--- config.mk ---
export PLATFORM = sky130hd
export DESIGN_NAME = clk_stop_ctrl
export DESIGN_NICKNAME = d
export VERILOG_FILES = /design/src/rtl/clk_stop_pkg.sv /design/src/rtl/cs_edge_sense.sv /design/src/rtl/cs_gate_lane.sv /design/src/rtl/cs_lane_group.sv /design/src/rtl/cs_settle_timer.sv /design/src/rtl/clk_stop_ctrl.sv
export SDC_FILE = /design/constraint.sdc
export NUM_CORES = 1
export LEC_CHECK = 0
export BUFFER_PORTS_ARGS = -buffer_cell sky130_fd_sc_hd__buf_2
export CAP_MARGIN = 20
export CELL_PAD_IN_SITES_DETAIL_PLACEMENT = 0
export CELL_PAD_IN_SITES_GLOBAL_PLACEMENT = 1
export CORE_MARGIN = 5
export CORE_UTILIZATION = 38
export CTS_BUF_LIST = sky130_fd_sc_hd__clkbuf_16
export DETAILED_ROUTE_END_ITERATION = 7
export PLACE_DENSITY = 0.81
export SETUP_SLACK_MARGIN = 0.05
export SYNTH_ARGS = -nofsm -noshare
export SYNTH_HDL_FRONTEND = slang
export SYNTH_SLANG_ARGS = --single-unit
--- constraint.sdc ---
create_clock -name clk -period 1.6 [get_ports clk]
set_input_delay 0.32 -clock clk [delete_from_list [all_inputs] [get_ports clk]]
set_output_delay 0.32 -clock clk [all_outputs]
set_load 0.005 [all_outputs]
--- src/rtl/clk_stop_pkg.sv ---
package clk_stop_pkg;

    typedef enum logic [1:0] {
        GRP_CPU = 2'd0,
        GRP_MEM = 2'd1,
        GRP_PCI = 2'd2
    } clk_group_e;

    localparam int NUM_GROUPS = 3;

    // Gate state of one output lane.
    typedef struct packed {
        logic gate;   // 1: high phases of the source pass through
        logic armed;  // reference edge seen with a pending change
    } lane_state_t;

    // A halt pin blocks its group only when the pins are in use.
    function automatic logic halt_active(input logic use_pins_off, input logic halt_n);
        return !use_pins_off && !halt_n;
    endfunction

endpackage

--- src/rtl/cs_edge_sense.sv ---
module cs_edge_sense #(
    parameter int W       = 1,
    parameter bit RISING  = 1'b1
) (
    input  logic         clk,
    input  logic         rst,
    input  logic [W-1:0] sig_i,
    output logic [W-1:0] edge_o
);
    logic [W-1:0] prev_q;

    always_ff @(posedge clk) begin
        if (rst) prev_q <= '0;
        else     prev_q <= sig_i;
    end

    generate
        if (RISING) begin : g_rise
            assign edge_o = sig_i & ~prev_q;
        end else begin : g_fall
            assign edge_o = ~sig_i & prev_q;
        end
    endgenerate
endmodule

--- src/rtl/cs_gate_lane.sv ---
module cs_gate_lane
    import clk_stop_pkg::*;
(
    input  logic clk,
    input  logic rst,
    input  logic power_on,
    input  logic want,
    input  logic ref_rise,
    input  logic src_fall,
    input  logic src_lvl,
    output logic clk_o
);
    lane_state_t st_q;

    always_ff @(posedge clk) begin
        if (rst || !power_on) begin
            st_q  <= '0;
            clk_o <= 1'b0;
        end else begin
            if (st_q.armed && src_fall) begin
                st_q.gate  <= want;
                st_q.armed <= 1'b0;
            end else if (ref_rise && (want != st_q.gate)) begin
                st_q.armed <= 1'b1;
            end
            clk_o <= st_q.gate & src_lvl;
        end
    end

    // a closed gate yields a low output on the next cycle
    a_r1_stopped_low : assert property (@(posedge clk) disable iff (rst)
        !st_q.gate |=> !clk_o);

    // gate moves only on a falling source edge after arming
    a_r2_commit_order : assert property (@(posedge clk) disable iff (rst)
        ((st_q.gate != $past(st_q.gate)) && $past(power_on))
        |-> $past(src_fall && st_q.armed));

    // an output only drops because its source dropped
    a_r8_full_high : assert property (@(posedge clk) disable iff (rst)
        (!clk_o && $past(clk_o) && $past(power_on)) |-> $past(!src_lvl));
endmodule

--- src/rtl/cs_lane_group.sv ---
module cs_lane_group #(
    parameter int N = 4
) (
    input  logic         clk,
    input  logic         rst,
    input  logic         power_on,
    input  logic [N-1:0] want,
    input  logic         ref_rise,
    input  logic         src_fall,
    input  logic         src_lvl,
    output logic [N-1:0] clk_o
);
    for (genvar i = 0; i < N; i++) begin : g_lane
        cs_gate_lane u_lane (
            .clk      (clk),
            .rst      (rst),
            .power_on (power_on),
            .want     (want[i]),
            .ref_rise (ref_rise),
            .src_fall (src_fall),
            .src_lvl  (src_lvl),
            .clk_o    (clk_o[i])
        );
    end
endmodule

--- src/rtl/cs_settle_timer.sv ---
module cs_settle_timer #(
    parameter int SETTLE_CYCLES = 20000
) (
    input  logic clk,
    input  logic rst,
    input  logic power_on,
    output logic valid
);
    localparam int CW = $clog2(SETTLE_CYCLES + 1);
    localparam logic [CW-1:0] LIMIT = CW'(SETTLE_CYCLES);

    logic [CW-1:0] cnt_q;

    always_ff @(posedge clk) begin
        if (rst || !power_on)   cnt_q <= '0;
        else if (cnt_q != LIMIT) cnt_q <= cnt_q + 1'b1;
    end

    assign valid = (cnt_q == LIMIT);

    // loss of power clears the ready flag
    a_r7_valid_drops : assert property (@(posedge clk) disable iff (rst)
        !power_on |=> !valid);

    // once ready, the flag holds while power stays on
    a_r7_valid_holds : assert property (@(posedge clk) disable iff (rst)
        (valid && power_on) |=> valid);
endmodule

--- src/rtl/clk_stop_ctrl.sv ---
module clk_stop_ctrl
    import clk_stop_pkg::*;
#(
    parameter int N_CPU         = 4,
    parameter int N_MEM         = 4,
    parameter int N_PCI         = 6,
    parameter int SETTLE_CYCLES = 20000
) (
    input  logic             clk,
    input  logic             rst,
    input  logic             ref_clk_in,
    input  logic             cpu_src,
    input  logic             mem_src,
    input  logic             pci_src,
    input  logic [N_CPU-1:0] cpu_en,
    input  logic [N_MEM-1:0] mem_en,
    input  logic [N_PCI-1:0] pci_en,
    input  logic             pin_mode,
    input  logic             cpu_halt_n,
    input  logic             pci_halt_n,
    input  logic             power_on,
    output logic [N_CPU-1:0] cpu_clk_o,
    output logic [N_MEM-1:0] mem_clk_o,
    output logic [N_PCI-1:0] pci_clk_o,
    output logic             clocks_valid
);
    localparam int CPU_IX = int'(GRP_CPU);
    localparam int MEM_IX = int'(GRP_MEM);
    localparam int PCI_IX = int'(GRP_PCI);

    logic                  ref_rise;
    logic [NUM_GROUPS-1:0] src_lvl;
    logic [NUM_GROUPS-1:0] src_fall;
    logic                  cpu_block, pci_block;
    logic [N_CPU-1:0]      cpu_want;
    logic [N_MEM-1:0]      mem_want;
    logic [N_PCI-1:0]      pci_want;

    assign src_lvl[CPU_IX] = cpu_src;
    assign src_lvl[MEM_IX] = mem_src;
    assign src_lvl[PCI_IX] = pci_src;

    cs_edge_sense #(.W(1), .RISING(1'b1)) u_ref_edge (
        .clk (clk), .rst (rst), .sig_i (ref_clk_in), .edge_o (ref_rise)
    );

    cs_edge_sense #(.W(NUM_GROUPS), .RISING(1'b0)) u_src_edge (
        .clk (clk), .rst (rst), .sig_i (src_lvl), .edge_o (src_fall)
    );

    assign cpu_block = halt_active(pin_mode, cpu_halt_n);
    assign pci_block = halt_active(pin_mode, pci_halt_n);

    assign cpu_want = cpu_en & {N_CPU{!cpu_block}};
    assign mem_want = mem_en;
    assign pci_want = pci_en & {N_PCI{!pci_block}};

    cs_lane_group #(.N(N_CPU)) u_cpu_grp (
        .clk (clk), .rst (rst), .power_on (power_on), .want (cpu_want),
        .ref_rise (ref_rise), .src_fall (src_fall[CPU_IX]),
        .src_lvl (src_lvl[CPU_IX]), .clk_o (cpu_clk_o)
    );

    cs_lane_group #(.N(N_MEM)) u_mem_grp (
        .clk (clk), .rst (rst), .power_on (power_on), .want (mem_want),
        .ref_rise (ref_rise), .src_fall (src_fall[MEM_IX]),
        .src_lvl (src_lvl[MEM_IX]), .clk_o (mem_clk_o)
    );

    cs_lane_group #(.N(N_PCI)) u_pci_grp (
        .clk (clk), .rst (rst), .power_on (power_on), .want (pci_want),
        .ref_rise (ref_rise), .src_fall (src_fall[PCI_IX]),
        .src_lvl (src_lvl[PCI_IX]), .clk_o (pci_clk_o)
    );

    cs_settle_timer #(.SETTLE_CYCLES(SETTLE_CYCLES)) u_settle (
        .clk (clk), .rst (rst), .power_on (power_on), .valid (clocks_valid)
    );

    // power-down silences every output on the next cycle
    a_r6_powerdown_low : assert property (@(posedge clk) disable iff (rst)
        !power_on |=> (cpu_clk_o == '0 && mem_clk_o == '0 && pci_clk_o == '0));
endmodule

# Yosys cells after proc, flatten, opt, wreduce, memory -nomap -nowiden
# Cells that the tools add are included.
# totals
reg_bits	61
output_inout_bits	15
# op_classes
n_addsub	1
n_eq_ne	16
n_bitwise	20
n_reduce_logical	51
# ops
operator	n
$logic_and A1 B1 Y1	30
$reduce_or A2 Y1	14
$add A15 B1 Y15 const B	1
$and A1 B1 Y1	15
$eq A15 B15 Y1 const B	1
$ne A15 B15 Y1 const B	1
$ne A1 B1 Y1	14
$and A6 B6 Y6	1
$logic_not A1 Y1	6
$and A4 B4 Y4	1
$and A3 B3 Y3	1
$not A3 Y3	1
$logic_or A1 B1 Y1	1
$not A1 Y1	1

# Longest topological paths before layout
# Gate-level depths: netlist (run 1).
# depth
depth_word	6
depth_mapped	5

# Hierarchy
# From an unflattened synthesis (run 1), not the netlist that was laid out.
# hier_totals
cells_unflattened	294
area_unflattened_um2	2945.3
# modules_own_cells
module	instances	cells_each	area_each_um2	seq_area_each_um2
cs_gate_lane	14	13	137.6	60.1
cs_settle_timer	1	89	779.5	300.3
cs_edge_sense at u_src_edge	1	9	105.1	60.1
clk_stop_ctrl	1	11	86.3	0.0
cs_edge_sense at u_ref_edge	1	3	47.5	20.0

# Worst setup path before layout (run 1)
# No wires, ideal clock.
# synth_path
path_kind	register to output
start	reg u_settle.cnt_q[3]
end	out clocks_valid
arrival_ps	1260
setup_slack_ps	20
stages_incl_launch_ff	3
n_path_buf	0
path_cell_list	dfxtp_1 -> or4b_4 -> nor4_4
# synth_between
elab_chain_cells	1
# synth_rtl
element	line_no	text
start, declared	cs_settle_timer.sv:12	logic [CW-1:0] cnt_q;
start signal, assigned	cs_settle_timer.sv:16	else if (cnt_q != LIMIT) cnt_q <= cnt_q + 1'b1;
$eq A15 B15 Y1	cs_settle_timer.sv:19	assign valid = (cnt_q == LIMIT);
end, declared	clk_stop_ctrl.sv:25	output logic clocks_valid
# No other way between the ends.

# Final worst setup path (run 1)
# layout_path
start	reg u_settle.cnt_q[2]
end	out clocks_valid
# The elaborated chain is that of the path after synthesis.

==> metrics list, run 1 <==
- Run status: finished, violations left
- Violations in the final reports: negative setup slack
* Share of flip-flops with an asynchronous set or reset: 0%
- Largest delay share family, worst path: simple AND/OR/NAND/NOR gates
- In this run the count of I/O pins placed on the die edge is 39.
- The share of the Yosys chip area taken by registers is a little under half.
- In this run, synthesis produced a sequential element count of slightly above 60.
* Post-synth cell types: 31
* Placeable core region: a little under 7000 um^2
- Most used flip-flop cell after synthesis: dfxtp_1
- Counting instances, the worst hold path has a depth of 3.
- Largest cells by area after synthesis: dfxtp_1, o21ai_0, or3_1
- Entering global routing, the biggest net connects 24 pins.
* Launch point of the worst reg-to-reg path: u_settle.cnt_q[2]$_SDFFE_PP0P_
- GRT Total Usage: roughly 14%
- Clock latency on the worst-skew pair: 320 ps
* Post-synthesis net count: between 300 and 400
* Vias in the first global route: 2,168
- Antenna diodes: 0
- The floorplan step defined a die boundary enclosing just under 9000 um^2.
- Cells with a size suffix above 1 make up a little under a quarter of the layout.
- The finished cells cover between 3000 and 4000 um^2.
* Area growth from synthesis to final layout: 22.5%
- Antenna-violating nets left: 0
- The first detailed-routing pass took 4 iterations.
- At the pin with the least slew margin, the transition time is between 300 and 400 ps.
* Worst-case headroom to the max-slew limit: 74.3%
* First-pass GRT wire length: approximately 9.8 mm
* Clock sink count: between 60 and 70
* Worst-case reg-to-reg path depth: 4
- Post-layout util: between 40% and 50%
- F_max: between 0.5 and 0.6 GHz
* Residual DRC count: 0
- The total overflow left after global routing is 0.
- At the end of routability-driven placement, the weighted congestion stood at a little over 0.7.
- Initial detailed-routing violation count: 95
- The path class of the tightest hold or removal check is in -> reg.
* Post-synth EDFFs: 0
* Critical path buffers and inverters: 1
- Summed over all nets, the half-perimeter wirelength after detailed placement is between 3 and 4 mm.
- The biggest area contributor in the post-synthesis netlist is dfxtp_1.
- H-tree depth: 3
- Setup tns final: -320 ps
- Traced cell by cell, the critical path runs through or4_4 -> nor4_4 -> buf_2.
- Summed over all layers, the routed wires come to between 5 and 6 mm.
- The critical path starts at u_settle.cnt_q[2]$_SDFFE_PP0P_.
- Die extent in x: just over 90 um
- The critical path in this run is classified as reg -> out.
* Hold_sp: mem_en[2]
- After clock tree synthesis, the flow added hold-fix buffers numbering 0.
- Once the floorplan was initialized, standard cells occupied just under 40% of the core.
* Post-route clock period utilization: 120%
- Setup repair after global routing could not meet its margin everywhere.
- Clock buffer count from CTS: 9
* Delay of the slowest cell on the worst path: between 500 and 600 ps
- Data on the critical path arrives at its endpoint at around 1600 ps.
- CP max stage cell: or4_4
- Max Root-Sink Buffers: 2
* Total placed instance area: between 2000 and 3000 um^2
* Quantity of I/O buffers inserted on ports: 38
- Total stage count of the critical path: 3
* Kind of end point of the critical path: output port
- Final Skew: 4.80 ps
- Period minus WS final: between 1500 and 2000 ps
- CTS placed an instance of clkbuf_16 at the clock tree root.
* Antenna violations before repair: 0
- Counting every instance in the synthesized netlist gives 299.
* Mean cell area of the mapped netlist: between 8 and 9 um^2
- Vertical die dimension: between 90 and 100 um
* Total number of vias: 2,211
- Portion of synthesized cell area occupied by the leading cell type: 46.2%
* Final #Nets: about 370
- Crit path required time: roughly 1300 ps
- Summing every instance area after synthesis gives 2640 um^2.
* Count of max-cap constraint violations: 0
- Across all setup checks in the final design, the least slack found is -320 ps.
* TritonCTS clock tree: done
- After detailed routing, the average wire length per cell comes to 12.6 um.
* Finish-stage setup viols: 1
- After clock tree synthesis, the clock-pin slew on the worst setup and hold paths is about 50 ps.
* Hold Vio Cnt, Final: 0
- Leak Pwr: ~1.2 nW
* Number of slew-limit violations in the final report: 0
* Maximum vdd ir drop: ~0.63 mV
- Element type at the critical path start: flop
- Power spread over the standard cell area amounts to roughly 1000 nW/um^2.
- The floorplan has 30 rows.
* CP Max Fanout: 2
- Across all hold checks on the routed design, the worst slack comes to roughly 260 ps.
- Number of warnings printed during yosys synthesis: 0
- After detailed routing, the number of vias per cell comes to 4.99.
cell usage in the layout (no fill, tap or decap), types with 2 or more instances in the layout:
master,instances
a21oi_1,20
a31oi_1,10
and3_1,14
buf_2,38
buf_4,20
clkbuf_16,9
clkinv_2,4
dfxtp_1,59
dfxtp_2,2
ha_1,2
inv_1,18
mux2i_1,9
nand2_1,25
nand2b_1,8
nand3_1,4
nand3b_1,6
nand4_1,14
nor2_1,6
nor2b_1,6
nor4_2,2
o21ai_0,24
o31ai_1,2
or3_1,18
or4_1,12
xnor2_1,5
area by class of cell:
cell class	count	area, um^2
clock buffers	9	225
fillers	659	3560
flip-flops and latches	61	1220
repair buffers	59	360
inverters	16	60.1
multi-input cells	195	1210
well taps	96	120
clock inverters	7	35.0
worst paths after layout:
path              slack (ps)                                              end
setup / recovery        -320                                     clocks_valid
setup reg to reg          30                   u_settle.cnt_q[0]$_SDFFE_PP0P_
hold reg to reg          460  u_mem_grp.g_lane[2].u_lane.st_q[0]$_SDFFE_PP0P_
hold / removal           260  u_mem_grp.g_lane[2].u_lane.st_q[1]$_SDFFE_PP0P_
through the flow:
step	total power, mW	setup slack [ps]	std cells
after floorplan	1.67	50.1	299
after global placement	1.76	3.90	426
after detailed placement	1.76	-13.2	426
after CTS	3.45	-355	442
after global routing	3.55	-406	443
final	3.39	-320	443
timing repair:
action / 4_1_cts / 5_1_grt
gates resized for setup: 0 / 4
setup buffers: 1 / 1
endpoints found under the setup margin: 3 / 9
gates cloned: 0 / 0
pin swaps: 1 / 3
report_power, final:
group / switching [mW] / internal [mW]
clock: 0.637 / 1.02
combinational: 0.104 / 0.0747
sequential: 0.0126 / 1.54
total: 0.754 / 2.64
cell usage after synthesis (all sizes together) (4+ instances only):
cell and instances:
buf 19, a31oi 10, or4 13, mux2i 9, nand4 14, a21oi 20, xnor2 5, or3 18
nor2 6, nor4 4, nand3 4, nand2b 8, nand2 25, nand3b 6, o21ai 24, and3 14
inv 16, dfxtp 61, nor2b 6, clkbuf 8
routing by layer:
metal	wire length (um)	global-route usage, %
met5	0	0
met4	112	6.96
met3	257	4.34
met2	2500	21.7
met1	2710	18.3
flip-flops by register name (all words and copies together) (netlist names):
signal / count
u_pci_grp.g_lane.u_lane.st_q: 12
u_mem_grp.g_lane.u_lane.st_q: 8
u_src_edge.prev_q: 3
u_ref_edge.prev_q: 1
u_mem_grp.g_lane.u_lane.clk_o: 4
u_cpu_grp.g_lane.u_lane.st_q: 8
u_pci_grp.g_lane.u_lane.clk_o: 6
u_settle.cnt_q: 15
u_cpu_grp.g_lane.u_lane.clk_o: 4
cells by family after synthesis:
kind of cell               after synthesis  share of synthesized area, %
adders and majority gates                2                         0.946
xor gates and xnor gates                 6                          1.99
AOI/OAI and AO/OA                       59                          12.2
DFF                                     61                          46.2
buffers and inverters                   43                          8.38
and+or+nand+nor                        119                          26.9
muxes                                    9                          3.41
worst register-to-register path, cell delays in order, from the launching register on:
cell and delay [ps]:
dfxtp_1 300, or4_4 540, nor4_4 290, buf_4 180, mux2i_1 190
No activity file was read; power rests on OpenSTA's default activity.
==> inputs of run 2 (changes only) <==
--- a/config.mk
+++ b/config.mk
@@ -14,6 +14,7 @@
 export CTS_BUF_LIST = sky130_fd_sc_hd__clkbuf_16
 export DETAILED_ROUTE_END_ITERATION = 7
 export PLACE_DENSITY = 0.81
+export RECOVER_POWER = 100
 export SETUP_SLACK_MARGIN = 0.05
 export SYNTH_ARGS = -nofsm -noshare
 export SYNTH_HDL_FRONTEND = slang
==> metrics list, run 2 (synthesis results as in run 1) <==
- Worst-case headroom to the max-slew limit: 36.7% (-38 points)
- Relative to the synthesized area, the layout overhead comes to 20.5%.
- Max Root-Sink Buffers: 2 (unchanged)
* Antenna diodes: 0 (unchanged)
- The floorplan die area is 8730 um^2 (unchanged).
* Number of placed I/O pins: 39 (unchanged)
- Clock buffer count from CTS: 9 (unchanged)
- TritonCTS built the clock tree.
* Drt total wl: 5.61 mm (+0.61%)
- The largest individual stage delay along the critical path comes from the cell or4_4.
- The maximum number of pins on one net before global-route repair was 24 (unchanged).
- Element type at the critical path start: flop
* Largest registers ranked by flip-flop count: u_settle.cnt_q: 15 flops, u_pci_grp.g_lane.u_lane.st_q: 12 flops
- STA classifies the critical path endpoint as an output port.
- Power per unit of standard cell area: 1060 nW/um^2 (+1.2%)
- The number of failing hold endpoints at the final stage came to 0 (unchanged).
- Filler cell count in the final layout: 668 (+1.4%)
* Routed WL per cell: 12.7 um (+0.61%)
- The final standard cell area without fillers was 3190 um^2 (-1.6%).
* Commonest cells after routing, fill and taps aside: dfxtp_1, buf_2, nand2_1
- Number of flip-flops under the largest register name: 15 (unchanged)
- Count of max-cap constraint violations: 0 (unchanged)
- The clock skew came to 5.04 ps (+0.241 ps).
* Period minus WS final: 1920 ps (+0.351 ps)
- The share of the clock period used by the worst path is 120% (about the same).
* Vias in the first global route: 2,168 (unchanged)
- The highest fanout seen on the critical path is 2 (unchanged).
- H-tree depth: 3 (unchanged)
- Routed vias/inst: 4.97 (-0.45%)
* GRT Total Usage: 14.3% (unchanged)
* Placeable core region: 6790 um^2 (unchanged)
- The horizontal die dimension came to 93.4 um (unchanged).
* Initial Utilization: 38.9% (unchanged)
- The count of pins over their slew limit came to 0 (unchanged).
- The final net count is 368 (unchanged).
- Delay of the slowest cell on the worst path: 540 ps (about the same)
* Placer's final routability congestion estimate: 0.725 (unchanged)
- First-pass GRT wire length: 9.83 mm (unchanged)
- The area after detailed placement was 2960 um^2 (unchanged).
* F_max: 0.521 GHz (about the same)
- Clock sink count: 61 (unchanged)
- The worst path buffer plus inverter count is 1 (unchanged).
- Walking the worst path, the cells encountered are or4_4 -> nor4_4 -> buf_2.
- Antenna violations before repair: 0 (unchanged)
- The total via count after detailed routing is 2,201 (-0.45%).
- CTS Root Buffer Type: clkbuf_16
* Worst Path Arrival: 1600 ps (about the same)
- The total setup violations reported at the end of the flow came to 1 (unchanged).
- Classification of the worst setup path: reg -> out
- The worst hold path stage count is 3 (unchanged).
- The highest ir drop seen on vdd came to 0.627 mV (-0.19%).
* Quantity of I/O buffers inserted on ports: 38 (unchanged)
- Transition time at the pin with the least slew margin: 950 ps (+565 ps)
- The pre-CTS setup slack was -13.2 ps (unchanged).
- The leakage power was 1.18 nW (-4.0%).
- Clock latency on the worst-skew pair: 320 ps (about the same)
- The initial detailed-routing violation count is 105 (+11%).
- On the critical path the largest part of the delay comes from simple AND/OR/NAND/NOR gates.
* Total stage count of the critical path: 3 (unchanged)
- Final Worst Setup Slack: -320 ps (-0.351 ps)
- The flow ran to the end, but the final reports show violations.
- The height of the chip came to 93.4 um (unchanged).
- The final reports fail on negative setup slack.
- Worst-case reg-to-reg path depth: 4 (unchanged)
- Reg with most FFs: u_settle.cnt_q
- The detailed placer's ending HPWL is 3.83 mm (unchanged).
- Antenna-violating nets left: 0 (unchanged)
* Iteration count of the initial detailed-routing pass: 4 (unchanged)
- The register clock-pin slew on the reported worst setup and hold paths came to 50 ps (about the same).
- Hold WC Path Type: in -> reg
- Total global routing overflow: 0 (unchanged)
- The cell row count was 30 (unchanged).
* Residual DRC count: 0 (unchanged)
- Setup repair after global routing could not meet its margin everywhere.
- The share of layout cells above drive strength 1 was 19.3% (-3.7 points).
- Crit path required time: 1280 ps (about the same)
- The library cell used most frequently in the layout, excluding fill and tap cells, is dfxtp_1.
run 2: worst paths after layout:
kind,from,to,slack [ps]
worst max-delay path,u_settle.cnt_q[2]$_SDFFE_PP0P_,clocks_valid,-320
worst min-delay path,mem_en[2],u_mem_grp.g_lane[2].u_lane.st_q[1]$_SDFFE_PP0P_,260
worst max register to register,u_settle.cnt_q[2]$_SDFFE_PP0P_,u_settle.cnt_q[1]$_SDFFE_PP0P_,40
worst min register to register,u_mem_grp.g_lane[2].u_lane.st_q[0]$_SDFFE_PP0P_,u_mem_grp.g_lane[2].u_lane.st_q[0]$_SDFFE_PP0P_,460
run 2: per-stage QoR:
stage	std cells	TNS, ps	hold slack [ps]	util, %	power, mW
finish	443	-320	258	46.9	3.38
global placement	426	0	451	43.5	1.76
floorplan	299	0	392	-	1.67
detailed placement	426	-13.2	457	43.5	1.76
global route	443	-597	265	46.9	3.54
CTS	442	-355	250	47.3	3.45
run 2: worst register-to-register path, cell delays in order (launching register included):
cell,delay (ps)
dfxtp_1,300
or4_4,540
nor4_4,290
buf_4,180
mux2i_1,190
run 2: layer usage:
metal / routed length [um] / up-vias / GRT usage [%]
li1: - / 1151 / -
met1: 2750 / 996 / 18.3
met2: 2500 / 42 / 21.7
met5: 0 / - / 0
met4: 110 / 0 / 6.96
met3: 251 / 12 / 4.34
run 2: layout make-up:
type                       instances  area (um^2)  area share (%)
tap                               96          120            3.77
sequential                        61         1220            38.4
inverter                          16         60.1            1.88
clock inverter                     7         35.0            1.10
multi-input combinational        195         1210            37.9
clock buffer                       9          225            7.07
timing repair buffer              59          317            9.93
run 2: power by group:
part | switching (mW) | total (mW) | internal [mW]
Combinational | 0.103 | 0.168 | 0.0643
Sequential | 0.0126 | 1.55 | 1.54
Clock | 0.635 | 1.66 | 1.02
Total | 0.751 | 3.38 | 2.63
run 2: timing repair:
item | CTS | global route
setup buffers | 1 | 1
gates resized for setup | 0 | 4
hold buffers | 0 | 0
pin swaps | 1 | 3
endpoints found under the setup margin | 3 | 9
